## src/rtl/hseq_pkg.sv

```systemverilog
package hseq_pkg;
  typedef enum logic [1:0] {
    PH_WIN  = 2'd0,
    PH_LEAD = 2'd1,
    PH_ACT  = 2'd2,
    PH_TAIL = 2'd3
  } phase_t;

  localparam int unsigned NUM_PHASES = 4;

  function automatic phase_t phase_after(input phase_t p);
    case (p)
      PH_WIN:  return PH_LEAD;
      PH_LEAD: return PH_ACT;
      PH_ACT:  return PH_TAIL;
      default: return PH_WIN;
    endcase
  endfunction
endpackage

```

## src/rtl/hseq_edge.sv

```systemverilog
module hseq_edge #(
  parameter logic RST_LVL = 1'b1
) (
  input  logic clk,
  input  logic rst_n,
  input  logic lvl_i,
  output logic rise_o
);
  logic lvl_q;

  always_ff @(posedge clk or negedge rst_n) begin
    if (!rst_n) lvl_q <= RST_LVL;
    else        lvl_q <= lvl_i;
  end

  assign rise_o = lvl_i & ~lvl_q;
endmodule

```

## src/rtl/hseq_len_sel.sv

```systemverilog
module hseq_len_sel
  import hseq_pkg::*;
#(
  parameter int unsigned W = 8
) (
  input  phase_t                           tgt_i,
  input  logic [NUM_PHASES-1:0][W-1:0]     len_i,
  output logic [W-1:0]                     preload_o
);
  logic [NUM_PHASES-1:0][W-1:0] pre;

  // remaining-count preload per phase; zero length saturates to one clock
  for (genvar g = 0; g < NUM_PHASES; g++) begin : g_pre
    assign pre[g] = (len_i[g] == '0) ? '0 : len_i[g] - W'(1);
  end

  assign preload_o = pre[tgt_i];
endmodule

```

## src/rtl/hseq_core.sv

```systemverilog
module hseq_core
  import hseq_pkg::*;
#(
  parameter int unsigned W = 8
) (
  input  logic         clk,
  input  logic         rst_n,
  input  logic         snap_i,
  input  logic [W-1:0] preload_i,
  output phase_t       tgt_o,
  output phase_t       phase_o,
  output logic         line_end_o,
  output logic         snap_o,
  output logic         timeout_o
);
  phase_t       phase_q;
  logic [W-1:0] remain_q;
  logic         expire;
  logic         move;

  always_comb begin
    expire = (remain_q == '0);
    move   = snap_i | expire;
    tgt_o  = snap_i ? PH_LEAD : phase_after(phase_q);
  end

  always_ff @(posedge clk or negedge rst_n) begin
    if (!rst_n) begin
      phase_q    <= PH_TAIL;
      remain_q   <= '0;
      line_end_o <= 1'b0;
      snap_o     <= 1'b0;
      timeout_o  <= 1'b0;
    end else if (move) begin
      phase_q    <= tgt_o;
      remain_q   <= preload_i;
      line_end_o <= ~snap_i & (tgt_o == PH_WIN);
      snap_o     <= snap_i;
      timeout_o  <= ~snap_i & (phase_q == PH_WIN);
    end else begin
      remain_q   <= remain_q - W'(1);
      line_end_o <= 1'b0;
      snap_o     <= 1'b0;
      timeout_o  <= 1'b0;
    end
  end

  assign phase_o = phase_q;
endmodule

```

## src/rtl/hseq_phase.sv

```systemverilog
module hseq_phase
  import hseq_pkg::*;
#(
  parameter int unsigned W = 8
) (
  input  logic         clk,
  input  logic         rst_n,
  input  logic         ext_hsync_i,
  input  logic [W-1:0] win_len_i,
  input  logic [W-1:0] lead_len_i,
  input  logic [W-1:0] act_len_i,
  input  logic [W-1:0] tail_len_i,
  output logic [1:0]   phase_o,
  output logic         line_end_o,
  output logic         ext_snap_o,
  output logic         win_timeout_o
);
  logic [NUM_PHASES-1:0][W-1:0] lens;
  logic                         rise;
  phase_t                       tgt;
  phase_t                       phase;
  logic [W-1:0]                 preload;

  assign lens[PH_WIN]  = win_len_i;
  assign lens[PH_LEAD] = lead_len_i;
  assign lens[PH_ACT]  = act_len_i;
  assign lens[PH_TAIL] = tail_len_i;

  hseq_edge #(.RST_LVL(1'b1)) u_edge (
    .clk    (clk),
    .rst_n  (rst_n),
    .lvl_i  (ext_hsync_i),
    .rise_o (rise)
  );

  hseq_len_sel #(.W(W)) u_len (
    .tgt_i     (tgt),
    .len_i     (lens),
    .preload_o (preload)
  );

  hseq_core #(.W(W)) u_core (
    .clk        (clk),
    .rst_n      (rst_n),
    .snap_i     (rise),
    .preload_i  (preload),
    .tgt_o      (tgt),
    .phase_o    (phase),
    .line_end_o (line_end_o),
    .snap_o     (ext_snap_o),
    .timeout_o  (win_timeout_o)
  );

  assign phase_o = phase;
endmodule

```

## config.mk

```make
export PLATFORM = sky130hd
export DESIGN_NAME = hseq_phase
export DESIGN_NICKNAME = d
export VERILOG_FILES = /design/src/rtl/hseq_pkg.sv /design/src/rtl/hseq_edge.sv /design/src/rtl/hseq_len_sel.sv /design/src/rtl/hseq_core.sv /design/src/rtl/hseq_phase.sv
export SDC_FILE = /design/constraint.sdc
export NUM_CORES = 1
export LEC_CHECK = 0
export BUFFER_PORTS_ARGS = -buffer_cell sky130_fd_sc_hd__buf_2
export CAP_MARGIN = 20
export CORE_MARGIN = 2
export CORE_UTILIZATION = 30
export DETAILED_ROUTE_END_ITERATION = 10
export SYNTH_ARGS = -nofsm -noshare
export SYNTH_HDL_FRONTEND = slang
export SYNTH_SLANG_ARGS = --single-unit
```

## constraint.sdc

```tcl
create_clock -name clk -period 3.6 [get_ports clk]
set_input_delay 0.72 -clock clk [delete_from_list [all_inputs] [get_ports clk]]
set_output_delay 0.72 -clock clk [all_outputs]
set_load 0.05 [all_outputs]
```

==> flow_metrics.env <==
export IMPL_placed_area_um2=1800
export IMPL_numCtsBuffers=3
export IMPL_clock_sinks=14
export IMPL_slew_violations=0
export IMPL_cap_violations=0
export IMPL_r2r_slack_ns=1.38
export IMPL_overflow=0
export IMPL_path_class="reg -> reg"
export IMPL_clk_pin_slew_ns=0.06
export IMPL_clock_skew_ns=0.00577
export IMPL_antenna_cells=0
export IMPL_synth_edf_count=0
export IMPL_final_nets=271
export IMPL_pre_cts_ws_ns=1.14
export IMPL_peakVddDrop_v=0.000161
export IMPL_syn_avg_cell_area_um2=8.43
export IMPL_setup_ws_ns=1.38
export IMPL_critPathCaptureType="flop"
export IMPL_cp_data_required_time_ns=3.74
export IMPL_synthToLayoutAreaGrowth_pct=21.7
export IMPL_synth_common_cells="nor2_1 (22), inv_1 (17), xnor2_1 (13), ha_1 (12), nand2_1 (12)"
export IMPL_arrival_ns=2.35
export IMPL_syn_cell_area_um2=1530
export IMPL_die_h_um=75.3
export IMPL_finish_instance_area_um2=1860
export IMPL_fin_tns_setup_ns=0
export IMPL_ys_flop_type="dfrtp_1"
export IMPL_drt_iter0_markers=54
export IMPL_dr_pass1_iters=4
export IMPL_htreeDepth=1
export IMPL_drc=0
export IMPL_rsz0062_at_grt="false"
export IMPL_ant_nets=0
export IMPL_fin_crit_ns=2.22
export IMPL_dp_hpwl_mm=3.05
export IMPL_cts_repair_resized=0
export IMPL_postCtsSetupBuffers=0
export IMPL_synth_distinct_cells=42
export IMPL_grt_usage=0.137
export IMPL_hold_buffers=0
export IMPL_leakagePower_uw=0.000860
export IMPL_postSynthCellCount=181
export IMPL_coreArea_um2=4820
export IMPL_ys_top_cells_by_area="dfrtp_1 (18%), ha_1 (9.8%), xnor2_1 (7.5%)"
export IMPL_ys_warn_count=0
export IMPL_io_pins=40
export IMPL_cpMaxStageDelayCell="o21ai_1"
export IMPL_finalSetupViolCount=0
export IMPL_routed_wirelength_mm=3.62
export IMPL_r2r_start="u_core.remain_q[4]"
export IMPL_crit_family="simple AND/OR/NAND/NOR gates"
export IMPL_first_global_vias=1411
export IMPL_max_freq_ghz=0.451
export IMPL_ys_ff_latch=14
export IMPL_hp_class="in -> async"
export IMPL_critPathMaxStageDelay_ns=0.58
export IMPL_io_buffers=39
export IMPL_drt_wirelength_per_cell_um=12.5
export IMPL_worstSetupStartpointType="flop"
export IMPL_vias_per_cell=4.83
export IMPL_synth_seq_area_share=0.232
export IMPL_r2r_end="u_core.remain_q[0]"
export IMPL_antenna_found_initial=0
export IMPL_crit_chain="nor4_2 -> nand4b_1 -> o21ai_1 -> o221ai_1 -> and3_1"
export IMPL_yosys_area_top_type="dfrtp_1"
export IMPL_grt_pass1_wl_mm=6.14
export IMPL_place_congestion=0.841
export IMPL_total_power_uw=746
export IMPL_cts_path_max_buffers=2
export IMPL_hold_viol=0
export IMPL_cp_max_fo=8
export IMPL_worst_slew_pin_slew_ns=0.590
export IMPL_start_util=0.317
export IMPL_grt_max_degree=15
export IMPL_async_reset_ff_frac=1.00
export IMPL_cts_root_buf="clkbuf_8"
export IMPL_die_w_um=75.3
export IMPL_rows=25
export IMPL_synth_nets=228
export IMPL_drive_above_1_share=0.247
export IMPL_ff2ff_path_depth=5
export IMPL_period_share=0.616
export IMPL_vias=1400
export IMPL_powerDensity_nw_per_um2=402
export IMPL_yosysTopAreaCellShare=0.180
export IMPL_die_area_um2=5670
export IMPL_clkLatencyLatePin_ns=0.25
export IMPL_synth_most_common_cell="nor2_1"
export IMPL_slew_headroom=0.604
export IMPL_fill_cells=507
export IMPL_status="complete, no violations"
export IMPL_critPathBufInv=0
export IMPL_cts_tree="yes"
export IMPL_fin_util=0.385
-- report_power, final --
group / total [µW] / switching [µW] / internal (µW)
clock: 153 / 56.6 / 96.8
sequential: 252 / 46.2 / 206
combinational: 341 / 187 / 154
-- cell usage in the layout, fill, tap and decap left out, drive strengths merged, types with 2 or more instances in the layout --
cell / n
nor2: 22
o21ai: 3
o31ai: 2
buf: 39
or3: 3
nor3: 9
dfstp: 3
mux2i: 6
clkbuf: 4
dfrtp: 11
nand3: 2
a211oi: 2
nand3b: 2
ha: 12
a221o: 6
xor2: 6
and2: 2
o221ai: 2
o21a: 4
nand2b: 2
or4: 6
and3: 2
nand2: 12
nor3b: 4
xnor2: 13
a21oi: 5
o22ai: 10
inv: 17
nor4: 3
-- worst register-to-register path, delay by kind of cell, from the launching register on --
kind	cells	cell delay [ns]
compound gates	2	0.85
flops	1	0.41
simple gates	3	0.85
-- cell type report --
class | count | area [µm²] | area share
clock buffer | 4 | 55.1 | 0.0297
timing repair buffer | 39 | 195 | 0.105
multi-input combinational | 149 | 1100 | 0.595
inverter | 17 | 63.8 | 0.0344
sequential | 14 | 354 | 0.191
tap | 67 | 83.8 | 0.0452
-- worst max-delay path by stage --
stage / from / to / cells past startpoint
2_1_floorplan: win_len_i[5] / u_core.remain_q[6] / 4
3_3_place_gp: win_len_i[5] / u_core.remain_q[3] / 5
3_5_place_dp: win_len_i[5] / u_core.remain_q[3] / 5
4_1_cts: u_core.remain_q[4] / u_core.remain_q[0] / 5
5_1_grt: u_core.remain_q[4] / u_core.remain_q[0] / 5
6_report: u_core.remain_q[4] / u_core.remain_q[0] / 5
-- logic make-up after synthesis --
group,Yosys count,share of synthesized area
AO/OA/AOI/OAI,39,0.202
flip-flops,14,0.232
adder cells (fa/ha/maj),12,0.0984
multiplexers,7,0.0468
XOR/XNOR,19,0.109
AND/OR/NAND/NOR,72,0.267
buffers and inverters,18,0.0443
-- stage by stage --
step / hold WS, ns / cells
after floorplan: 0.424 / 181
after global placement: 0.503 / 286
after detailed placement: 0.511 / 286
after CTS: 0.381 / 290
after global routing: 0.389 / 290
final: 0.360 / 290
-- metal layers --
metal / global-route usage / part of all wire / wire length, µm
met4: 0.0234 / 0.0055 / 20
met1: 0.181 / 0.50 / 1790
met3: 0.0132 / 0.025 / 89
met5: 0 / 0 / 0
met2: 0.244 / 0.47 / 1720
-- sequential cells by signal, indices dropped and copies added (netlist names) --
signal             cells
u_core.remain_q        8
u_core.line_end_o      1
u_core.timeout_o       1
u_core.snap_o          1
u_edge.lvl_q           1
u_core.phase_o         2
Note: power is estimated with default switching activity, not from simulation.
